[config.mk]
export PLATFORM = sky130hd
export DESIGN_NAME = disk_xfer_seq
export DESIGN_NICKNAME = d
export VERILOG_FILES = /design/src/rtl/dxs_pkg.sv /design/src/rtl/dxs_pos_check.sv /design/src/rtl/dxs_pos_step.sv /design/src/rtl/dxs_bus_addr.sv /design/src/rtl/disk_xfer_seq.sv
export SDC_FILE = /design/constraint.sdc
export NUM_CORES = 1
export LEC_CHECK = 0
export BUFFER_PORTS_ARGS = -buffer_cell sky130_fd_sc_hd__buf_2
export CORE_ASPECT_RATIO = 1.75
export CORE_MARGIN = 2
export CORE_UTILIZATION = 52
export DETAILED_ROUTE_END_ITERATION = 12
export GPL_TIMING_DRIVEN = 0
export PLACE_DENSITY = 0.95
export SLEW_MARGIN = 25
export SYNTH_ARGS = -nofsm -noshare
export SYNTH_HDL_FRONTEND = slang
export SYNTH_SLANG_ARGS = --single-unit
export TNS_END_PERCENT = 5
[constraint.sdc]
create_clock -name clk -period 5.91 [get_ports clk]
set_input_delay 0.8865 -clock clk [delete_from_list [all_inputs] [get_ports clk]]
set_output_delay 0.8865 -clock clk [all_outputs]
set_load 0.005 [all_outputs]
[src/rtl/dxs_pkg.sv]
package dxs_pkg;

  // Error flag bit positions, decoded by the register unit
  localparam int unsigned ERR_NODRV = 7;
  localparam int unsigned ERR_CYL   = 6;
  localparam int unsigned ERR_SEC   = 5;
  localparam int unsigned ERR_NXM   = 10;
  localparam int unsigned ERR_OVR   = 14;

  typedef struct packed {
    logic [2:0] drv;
    logic [7:0] cyl;
    logic       surf;
    logic [3:0] sec;
  } disk_pos_t;

  typedef struct packed {
    disk_pos_t pos;
    logic      ovf;
  } pos_step_t;

  typedef enum logic [2:0] {
    ST_IDLE, ST_CHECK, ST_SEC_OPEN, ST_WORD,
    ST_FETCH, ST_PUT, ST_SEC_CLOSE, ST_FINISH
  } seq_state_t;

  // Next disk position after one sector
  function automatic pos_step_t pos_advance(disk_pos_t p, int unsigned n_sec, int unsigned n_cyl);
    pos_step_t r;
    r.pos = p;
    r.ovf = 1'b0;
    if (32'(p.sec) + 1 >= n_sec) begin
      r.pos.sec = '0;
      if (p.surf) begin
        r.pos.surf = 1'b0;
        r.pos.cyl  = p.cyl + 8'd1;
        if (32'(p.cyl) + 1 >= n_cyl) r.ovf = 1'b1;
      end else begin
        r.pos.surf = 1'b1;
      end
    end else begin
      r.pos.sec = p.sec + 4'd1;
    end
    return r;
  endfunction

  // Next 18-bit byte address after one word
  function automatic logic [17:0] addr_step(logic [17:0] a, logic inh);
    return inh ? a : a + 18'd2;
  endfunction

endpackage

[src/rtl/dxs_pos_check.sv]
module dxs_pos_check
  import dxs_pkg::*;
#(
  parameter int unsigned N_DRIVES = 8,
  parameter int unsigned N_CYL    = 203,
  parameter int unsigned N_SEC    = 12
) (
  input  disk_pos_t           pos,
  input  logic [N_DRIVES-1:0] present,
  output logic [15:0]         err_vec,
  output logic                bad
);

  always_comb begin
    err_vec = '0;
    if (!present[pos.drv])              err_vec[ERR_NODRV] = 1'b1;
    else if (32'(pos.cyl) >= N_CYL)     err_vec[ERR_CYL]   = 1'b1;
    else if (32'(pos.sec) >= N_SEC)     err_vec[ERR_SEC]   = 1'b1;
  end

  assign bad = |err_vec;

endmodule

[src/rtl/dxs_pos_step.sv]
module dxs_pos_step
  import dxs_pkg::*;
#(
  parameter int unsigned N_CYL = 203,
  parameter int unsigned N_SEC = 12
) (
  input  disk_pos_t pos,
  output disk_pos_t next_pos,
  output logic      ovf
);

  pos_step_t r;

  always_comb begin
    r        = pos_advance(pos, N_SEC, N_CYL);
    next_pos = r.pos;
    ovf      = r.ovf;
  end

endmodule

[src/rtl/dxs_bus_addr.sv]
module dxs_bus_addr
  import dxs_pkg::*;
(
  input  logic        clk,
  input  logic        rst_n,
  input  logic        clr,
  input  logic        load,
  input  logic [15:0] ba_in,
  input  logic [1:0]  ext_in,
  input  logic [15:0] wc_in,
  input  logic        inh_in,
  input  logic        step,
  output logic [17:0] addr,
  output logic [15:0] wc,
  output logic        wc_last,
  output logic        wc_zero
);

  logic [17:0] addr_q;
  logic [15:0] wc_q;
  logic        inh_q;

  always_ff @(posedge clk or negedge rst_n) begin
    if (!rst_n) begin
      addr_q <= '0;
      wc_q   <= '0;
      inh_q  <= 1'b0;
    end else if (clr) begin
      addr_q <= '0;
      wc_q   <= '0;
      inh_q  <= 1'b0;
    end else if (load) begin
      addr_q <= {ext_in, ba_in};
      wc_q   <= wc_in;
      inh_q  <= inh_in;
    end else if (step) begin
      addr_q <= addr_step(addr_q, inh_q);
      wc_q   <= wc_q + 16'd1;
    end
  end

  assign addr    = addr_q;
  assign wc      = wc_q;
  assign wc_last = (wc_q == 16'hFFFF);
  assign wc_zero = (wc_q == 16'h0000);

  AST_INH_HOLD: assert property (@(posedge clk) disable iff (!rst_n || clr)
    (step && inh_q) |=> $stable(addr_q));

  AST_WC_COUNT: assert property (@(posedge clk) disable iff (!rst_n || clr)
    step |=> (wc_q == $past(wc_q) + 16'd1));

endmodule

[src/rtl/disk_xfer_seq.sv]
module disk_xfer_seq
  import dxs_pkg::*;
#(
  parameter int unsigned MEM_BYTES = 2**18 - 8192,
  parameter int unsigned N_DRIVES  = 8,
  parameter int unsigned N_CYL     = 203,
  parameter int unsigned N_SEC     = 12,
  parameter int unsigned SEC_WORDS = 256
) (
  input  logic                        clk,
  input  logic                        rst_n,
  input  logic                        ctl_reset,
  input  logic                        start,
  input  logic                        fn_write,
  input  logic [15:0]                 da_in,
  input  logic [15:0]                 wc_in,
  input  logic [15:0]                 ba_in,
  input  logic [1:0]                  ext_in,
  input  logic                        inh_inc,
  input  logic                        ie,
  input  logic [N_DRIVES-1:0]         drive_present,
  output logic                        busy,
  output logic                        rdy,
  output logic                        ardy,
  output logic                        irq,
  output logic                        done,
  output logic [15:0]                 err_bits,
  output logic [15:0]                 da_out,
  output logic [15:0]                 wc_out,
  output logic [15:0]                 ba_out,
  output logic [1:0]                  ext_out,
  output logic                        sec_open,
  output logic                        sec_close,
  output logic [$clog2(SEC_WORDS):0]  sec_words,
  output logic                        mem_valid,
  input  logic                        mem_ready,
  output logic                        mem_we,
  output logic [17:0]                 mem_addr,
  output logic [15:0]                 mem_wdata,
  input  logic [15:0]                 mem_rdata,
  input  logic                        dsk_rd_valid,
  output logic                        dsk_rd_ready,
  input  logic [15:0]                 dsk_rd_data,
  output logic                        dsk_wr_valid,
  input  logic                        dsk_wr_ready,
  output logic [15:0]                 dsk_wr_data
);

  localparam int unsigned SCNT_W = $clog2(SEC_WORDS) + 1;
  localparam logic [18:0] LIMIT  = 19'(MEM_BYTES);

  seq_state_t        state_q;
  disk_pos_t         da_q;
  logic              fn_q, ie_q, rdy_q, ardy_q;
  logic [15:0]       err_q, hold_q;
  logic [SCNT_W-1:0] n_q;

  // named internal events
  logic        chk_bad, step_ovf, addr_bad, sec_full;
  logic        src_hs, snk_hs, accept, word_step;
  logic [15:0] chk_err;
  disk_pos_t   step_pos;
  logic [17:0] addr;
  logic [15:0] wc;
  logic        wc_last, wc_zero;

  dxs_pos_check #(.N_DRIVES(N_DRIVES), .N_CYL(N_CYL), .N_SEC(N_SEC)) u_check (
    .pos(da_q), .present(drive_present), .err_vec(chk_err), .bad(chk_bad)
  );

  dxs_pos_step #(.N_CYL(N_CYL), .N_SEC(N_SEC)) u_step (
    .pos(da_q), .next_pos(step_pos), .ovf(step_ovf)
  );

  dxs_bus_addr u_addr (
    .clk(clk), .rst_n(rst_n), .clr(ctl_reset), .load(accept),
    .ba_in(ba_in), .ext_in(ext_in), .wc_in(wc_in), .inh_in(inh_inc),
    .step(word_step), .addr(addr), .wc(wc), .wc_last(wc_last), .wc_zero(wc_zero)
  );

  assign accept    = (state_q == ST_IDLE) && start && !ctl_reset;
  assign addr_bad  = ({1'b0, addr} >= LIMIT);
  assign sec_full  = (n_q == SCNT_W'(SEC_WORDS - 1));
  assign src_hs    = fn_q ? (mem_valid && mem_ready) : (dsk_rd_valid && dsk_rd_ready);
  assign snk_hs    = fn_q ? (dsk_wr_valid && dsk_wr_ready) : (mem_valid && mem_ready);
  assign word_step = (state_q == ST_PUT) && snk_hs && !ctl_reset;

  // port drive
  assign mem_valid    = ((state_q == ST_FETCH) && fn_q) || ((state_q == ST_PUT) && !fn_q);
  assign mem_we       = (state_q == ST_PUT) && !fn_q;
  assign mem_addr     = addr;
  assign mem_wdata    = hold_q;
  assign dsk_rd_ready = (state_q == ST_FETCH) && !fn_q;
  assign dsk_wr_valid = (state_q == ST_PUT) && fn_q;
  assign dsk_wr_data  = hold_q;

  always_ff @(posedge clk or negedge rst_n) begin
    if (!rst_n) begin
      state_q <= ST_IDLE;
      da_q    <= '0;
      fn_q    <= 1'b0;
      ie_q    <= 1'b0;
      rdy_q   <= 1'b1;
      ardy_q  <= 1'b1;
      err_q   <= '0;
      hold_q  <= '0;
      n_q     <= '0;
    end else if (ctl_reset) begin
      state_q <= ST_IDLE;
      rdy_q   <= 1'b1;
      ardy_q  <= 1'b1;
      err_q   <= '0;
      n_q     <= '0;
    end else begin
      case (state_q)
        ST_IDLE: if (start) begin
          fn_q    <= fn_write;
          ie_q    <= ie;
          da_q    <= disk_pos_t'(da_in);
          rdy_q   <= 1'b0;
          ardy_q  <= 1'b0;
          err_q   <= '0;
          state_q <= ST_CHECK;
        end
        ST_CHECK: begin
          if (chk_bad) begin
            err_q   <= chk_err;
            state_q <= ST_FINISH;
          end else if (wc_zero) begin
            state_q <= ST_FINISH;
          end else begin
            state_q <= ST_SEC_OPEN;
          end
        end
        ST_SEC_OPEN: begin
          n_q     <= '0;
          state_q <= ST_WORD;
        end
        ST_WORD: begin
          if (addr_bad) begin
            err_q[ERR_NXM] <= 1'b1;
            state_q        <= ST_FINISH;
          end else begin
            state_q <= ST_FETCH;
          end
        end
        ST_FETCH: if (src_hs) begin
          hold_q  <= fn_q ? mem_rdata : dsk_rd_data;
          state_q <= ST_PUT;
        end
        ST_PUT: if (snk_hs) begin
          n_q     <= n_q + 1'b1;
          state_q <= (wc_last || sec_full) ? ST_SEC_CLOSE : ST_WORD;
        end
        ST_SEC_CLOSE: begin
          if (step_ovf) begin
            err_q[ERR_OVR] <= 1'b1;
            state_q        <= ST_FINISH;
          end else begin
            da_q    <= step_pos;
            state_q <= wc_zero ? ST_FINISH : ST_SEC_OPEN;
          end
        end
        ST_FINISH: begin
          rdy_q   <= 1'b1;
          ardy_q  <= 1'b1;
          state_q <= ST_IDLE;
        end
        default: state_q <= ST_IDLE;
      endcase
    end
  end

  assign busy      = (state_q != ST_IDLE);
  assign rdy       = rdy_q;
  assign ardy      = ardy_q;
  assign done      = (state_q == ST_FINISH);
  assign irq       = done && ie_q;
  assign err_bits  = err_q;
  assign da_out    = da_q;
  assign wc_out    = wc;
  assign ba_out    = addr[15:0];
  assign ext_out   = addr[17:16];
  assign sec_open  = (state_q == ST_SEC_OPEN);
  assign sec_close = (state_q == ST_SEC_CLOSE);
  assign sec_words = n_q;

  AST_RDY_LOW_BUSY: assert property (@(posedge clk) disable iff (!rst_n)
    (state_q != ST_IDLE) |-> (!rdy_q && !ardy_q));

  AST_MEM_LIMIT: assert property (@(posedge clk) disable iff (!rst_n)
    mem_valid |-> ({1'b0, mem_addr} < LIMIT));

  AST_ONE_PORT: assert property (@(posedge clk) disable iff (!rst_n)
    $onehot0({mem_valid, dsk_rd_ready, dsk_wr_valid}));

  AST_NO_ZERO_XFER: assert property (@(posedge clk) disable iff (!rst_n)
    (state_q == ST_FETCH) |-> (wc != 16'h0000));

  AST_POS_ADVANCE: assert property (@(posedge clk) disable iff (!rst_n || ctl_reset)
    ((state_q == ST_SEC_CLOSE) && !step_ovf) |=> (da_q != $past(da_q)));

  AST_OVR_KEEPS_POS: assert property (@(posedge clk) disable iff (!rst_n || ctl_reset)
    ((state_q == ST_SEC_CLOSE) && step_ovf) |=> $stable(da_q));

  AST_CYL_IN_RANGE: assert property (@(posedge clk) disable iff (!rst_n)
    (state_q == ST_WORD) |-> (32'(da_q.cyl) < N_CYL));

  AST_START_IGNORED: assert property (@(posedge clk) disable iff (!rst_n || ctl_reset)
    ((state_q == ST_FETCH) && start) |=> (state_q == ST_FETCH || state_q == ST_PUT));

endmodule

Word-level counts from Yosys, hierarchy flattened
Index checks and enable logic that the tools add are counted.
Widths: inputs -> output; s select.
{"block": "word_totals", "out_inout_bits": 136, "register_bits": 98, "inputBits": 100}
{"block": "classes", "magnitude_cmp": 6, "n_eq_ne": 20, "bitwise_logic": 2, "addsub": 7, "n_mux": 55, "reduce_logical": 41}
{"op": "$mux 16", "count": 8}
{"op": "$mux 18", "count": 4}
{"op": "$ge 32x4->1 const B", "count": 1}
{"op": "$ge 32x8->1 const B", "count": 1}
{"op": "$pmux 16 s2", "count": 1}
{"op": "$mux 9", "count": 3}
{"op": "$mux 3", "count": 8}
{"op": "$pmux 3 s8", "count": 1}
{"op": "$pmux 10 s2", "count": 1}
{"op": "$add 18x2->18 const B", "count": 1}
{"op": "$ge 18x18->1 const B", "count": 1}
{"op": "$ne 3x3->1 const B", "count": 6}
{"op": "$pmux 9 s2", "count": 1}
{"op": "$mux 1", "count": 17}
{"op": "$add 16x1->16 const B", "count": 1}
{"op": "$eq 16x16->1 const B", "count": 1}
{"op": "$logic_not 16->1", "count": 1}
{"op": "$reduce_and 4->1", "count": 4}
{"op": "$reduce_bool 3->1", "count": 5}
{"op": "$mux 13", "count": 1}
{"op": "$eq 3x3->1 const B", "count": 4}
{"op": "$logic_and 1x1->1", "count": 12}
{"op": "$reduce_and 3->1", "count": 4}
{"op": "$add 8x1->9 const B", "count": 1}
{"op": "other kinds (30)", "count": 43}

Depth between registers and ports, before layout
{"block": "logic_depth", "depth_word": 10, "depth_mapped": 9}

Hierarchy
A second synthesis with hierarchy kept.
{"block": "unflattened", "cells_unflattened": 730, "hier_area_um2": 6324.8}
{"module": "disk_xfer_seq", "area_each_um2": 3438.3, "instances": 1, "cells_each": 383}
{"module": "dxs_bus_addr", "area_each_um2": 2173.3, "instances": 1, "cells_each": 251}
{"module": "dxs_pos_step", "area_each_um2": 491.7, "instances": 1, "cells_each": 72}
{"module": "dxs_pos_check", "area_each_um2": 221.5, "instances": 1, "cells_each": 24}

Worst setup path after synthesis
Ideal clock, no wire load.
{"block": "synth_timing", "path_kind": "input-to-reg", "from": "in dsk_wr_ready", "to": "reg u_addr.addr_q[16], in the netlist u_addr.addr[16]", "arrival_ns": 2.212, "stages": 6, "slack_ns": 3.599, "setup_time_ns": 0.099, "path_buffers": 0, "path_cell_list": "mux2i_1 -> or2_4 -> nor4_4 -> nand3_2 -> or3_1 -> a311oi_1"}
{"block": "synth_via", "elab_chain_len": 6}
{"item": "from (decl)", "line_no": "disk_xfer_seq.sv:45", "text": "input logic dsk_wr_ready,"}
{"item": "$logic_and 1x1->1", "line_no": "disk_xfer_seq.sv:85", "text": "assign snk_hs = fn_q ? (dsk_wr_valid && dsk_wr_ready) : (mem_valid && mem_ready);"}
{"item": "$mux 1", "line_no": "disk_xfer_seq.sv:85"}
{"item": "$logic_and 1x1->1 (2 in a row)", "line_no": "disk_xfer_seq.sv:86", "text": "assign word_step = (state_q == ST_PUT) && snk_hs && !ctl_reset;"}
{"item": "$reduce_bool 3->1 (no source line)"}
{"item": "$reduce_and 2->1 (no source line)"}
{"item": "to (signal assigned)", "line_no": "dxs_bus_addr.sv:33", "text": "addr_q <= {ext_in, ba_in};"}
{"item": "to (signal assigned)", "line_no": "dxs_bus_addr.sv:37", "text": "addr_q <= addr_step(addr_q, inh_q);"}
{"item": "to (decl)", "line_no": "dxs_bus_addr.sv:19", "text": "logic [17:0] addr_q;"}
No other way between the ends.
A chain may end at the register's enable or synchronous reset.

Worst setup path after layout
{"block": "layout_timing", "from": "reg state_q[0]", "to": "out sec_close"}
{"block": "layout_via", "elab_chain_len": 1}
{"item": "from (decl)", "line_no": "disk_xfer_seq.sv:52", "text": "seq_state_t state_q;"}
{"item": "from (signal assigned)", "line_no": "disk_xfer_seq.sv:153", "text": "state_q <= (wc_last || sec_full) ? ST_SEC_CLOSE : ST_WORD;"}
{"item": "from (signal assigned)", "line_no": "disk_xfer_seq.sv:161", "text": "state_q <= wc_zero ? ST_FINISH : ST_SEC_OPEN;"}
{"item": "$eq 3x3->1", "line_no": "disk_xfer_seq.sv:185", "text": "assign sec_close = (state_q == ST_SEC_CLOSE);"}
{"item": "to (decl)", "line_no": "disk_xfer_seq.sv:33", "text": "output logic sec_close,"}
No other way between the ends.

==> impl_results.md <==
* Outcome: complete, no violations
* Sink Count at 87
* Max Freq at 339.3 MHz
* Ant. Diodes at 0
* Peak supply drop at 0.2364 mV
* # rows at 49
* Fillers at 801
* Final nets at 958
* Antenna-violating nets left at 0
* Final cycle utilization of the critical path at 49.87%
* Ys flop type: dfrtp_1
* Arrival time of the worst setup path at 2.06 ns
* First-pass GRT wire length at 25480 µm
* Routed wire length at 16670 µm
* Leak Pwr at 3.562 nW
* Area grow syn2layout at 30.42%
* Mux cell area share after synthesis at 6.139%
* Synth Area in Compound Gates at 15.76%
* Synth Register Bits at 87
* Resize count post-CTS at 0
* Skew-Pair Late Insertion Delay at 0.34 ns
* Die area at 0.01129 mm²
* EDFF count, synth at 0
* RSZ-0062 raised after global routing: false
* Residual DRC at 0
* Gr usage total at 28.81%
* Crit path launch type: register
* Routed length per placed instance at 16.98 µm
* Clock tree buffer depth at 2
* Fin crit period at 2.948 ns
* CTS tree: done
* Vias at 5671
* Setup_tns at 0 ns
* Simple-gate share of the synthesized area at 21.30%
* Maximum level of the CTS H-tree at 3
* Crit path kind: register to output pin
* Synth Warn # at 0
* Final Util at 69.06%
* DIE HEIGHT at 139.1 µm
* CTS root buf: clkbuf_16
* Initial core utilization at 52.95%
* Drt pass-1 iters at 5
* Number of antenna violations at the first check in global routing at 0
* Port buffer count at 223
* Final hold slack at 0.4581 ns
* Hold WC Path Type: primary input to asynchronous set/reset pin
* Die width at 81.19 µm
* Setup violations, final at 0
* Average size of a mapped cell at 8.961 µm²
* Total of max-cap violations at 0
* Final hold vios at 0
* Clock-pin slew on the worst setup and hold paths at 0.07 ns
* Relative slew slack at 46.52%
* Skew final at 0.008625 ns
* Mapped cell area at 0.005421 mm²
* CP Data Required Time at 5.02 ns
* Pwr dens at 405.0 mW/mm²
* Number of global-route vias before repair at 5400
* Number of vias per cell at 5.775
* Largest family of logic cells by synthesized area: simple AND/OR/NAND/NOR gates
* GPL Wtd Cong at 0.8487
* Adder-Cell Fraction of Synth Area at 1.846%
* Yosys cell types at 61
* Worst-path fanout max at 10
* Detail Placement HPWL at 12760 µm
* I/O pin total at 236
* Largest net degree at the start of global routing at 46
* Synth Area in XOR/XNOR at 4.685%
* Starting DRT DRC Count at 337
* Synth async-reset ratio at 100.0%
* Slew @ Worst Pin at 0.7820 ns
* Core ar. at 0.01024 mm²
* Grt ovf at 0
* Critical Path End Type: output pin
* Proportion of layout cells with a drive suffix above 1 at 36.14%
* Post-CTS Setup Bufs at 0
* Mapped Cells at 605
* Seq/Total Area, Yosys at 40.18%
* Slew Limit Fails at 0
* Hold-fix buffers, CTS at 0
* Number of CTS-inserted buffers at 9
[registers in the layout, indices dropped and copies added (netlist names)]
signal,count
ardy,1
da_out,16
dsk_wr_data,16
err_bits,5
fn_q,1
ie_q,1
sec_words,9
state_q,3
u_addr.addr,18
u_addr.inh_q,1
u_addr.wc,16
[per-stage QoR]
stage	cell area, µm²	total power, mW	cells	setup slack (ns)
floorplan	5459	1.752	615	3.599
global route	7071	3.040	982	2.821
finish	7071	2.864	982	2.962
detailed placement	6760	2.268	966	3.106
CTS	7071	2.859	982	2.971
global placement	6734	2.217	965	3.146
[worst max-delay path, cell delays in order, from the launching register on]
cell	delay, ns
dfrtp_1	0.45
nand3b_1	0.41
inv_1	0.30
clkbuf_1	0.38
buf_2	0.19
[final cells by class]
cell class,count,area [µm²],share of cell area (%)
buffer,83,498.0,7.043
clock buffer,12,256.5,3.628
clock inverter,4,53.80,0.7609
inverter,12,45.04,0.6371
multi-input combinational,433,2738,38.72
sequential,87,2178,30.81
tap,127,158.9,2.247
timing repair buffer,224,1142,16.16
[Yosys cell counts, drive strengths merged, types with 13 or more instances]
cell type,n,area share [%]
dfrtp,86,40
nor2,68,4.7
buf,52,7.0
nand2,47,3.3
o21ai,40,3.7
clkbuf,31,2.1
a211oi,28,3.9
mux2i,22,4.1
nand3,21,2.0
xor2,18,2.9
nor3,16,1.6
a21oi,15,1.4
nand4,14,1.6
and3,13,1.5
nor4,13,1.8
[power breakdown]
part	total (mW)	leakage, nW	switching (mW)	internal (mW)
logic	1.25	2.29	0.627	0.621
registers	1.03	1.13	0.248	0.779
clock network	0.589	0.145	0.237	0.352
[layout by cell type, fill, tap and decap left out, drive strengths merged, types with 15 or more instances in the layout]
master,count
a211oi,28
dfrtp,86
xor2,18
nor2,68
nand3,21
o21ai,40
clkbuf,43
buf,276
mux2i,22
nand2,47
nor3,16
a21oi,15
[routing by layer]
metal  vias up  GRT usage [%]  part of all wire, %
li1       2609              -                    -
met1      2716          29.69                   35
met2       281          53.98                   55
met3        65          4.167                  6.1
met4         0          14.54                  4.1
met5         -              0                    0
[cells by family after synthesis]
| kind of cell | after synthesis |
|---|---|
| flops | 87 |
| other cells | 1 |
| fa+ha+maj | 8 |
| xor+xnor | 29 |
| buf+inv | 95 |
| simple gates | 227 |
| compound gates | 128 |
| mux | 30 |
[final timing paths]
kind,from,to,slack (ns),cells past startpoint
min in group clk,err_bits[5],err_bits[5],0.49,1
min,rst_n,da_out[0],0.46,1
max in group asynchronous,rst_n,sec_words[8],4.86,2
min reg2reg,err_bits[5],err_bits[5],0.49,1
max,state_q[0],sec_close,2.96,4
max reg2reg,da_out[5],da_out[5],3.25,8
No activity file was read; power rests on OpenSTA's default activity.
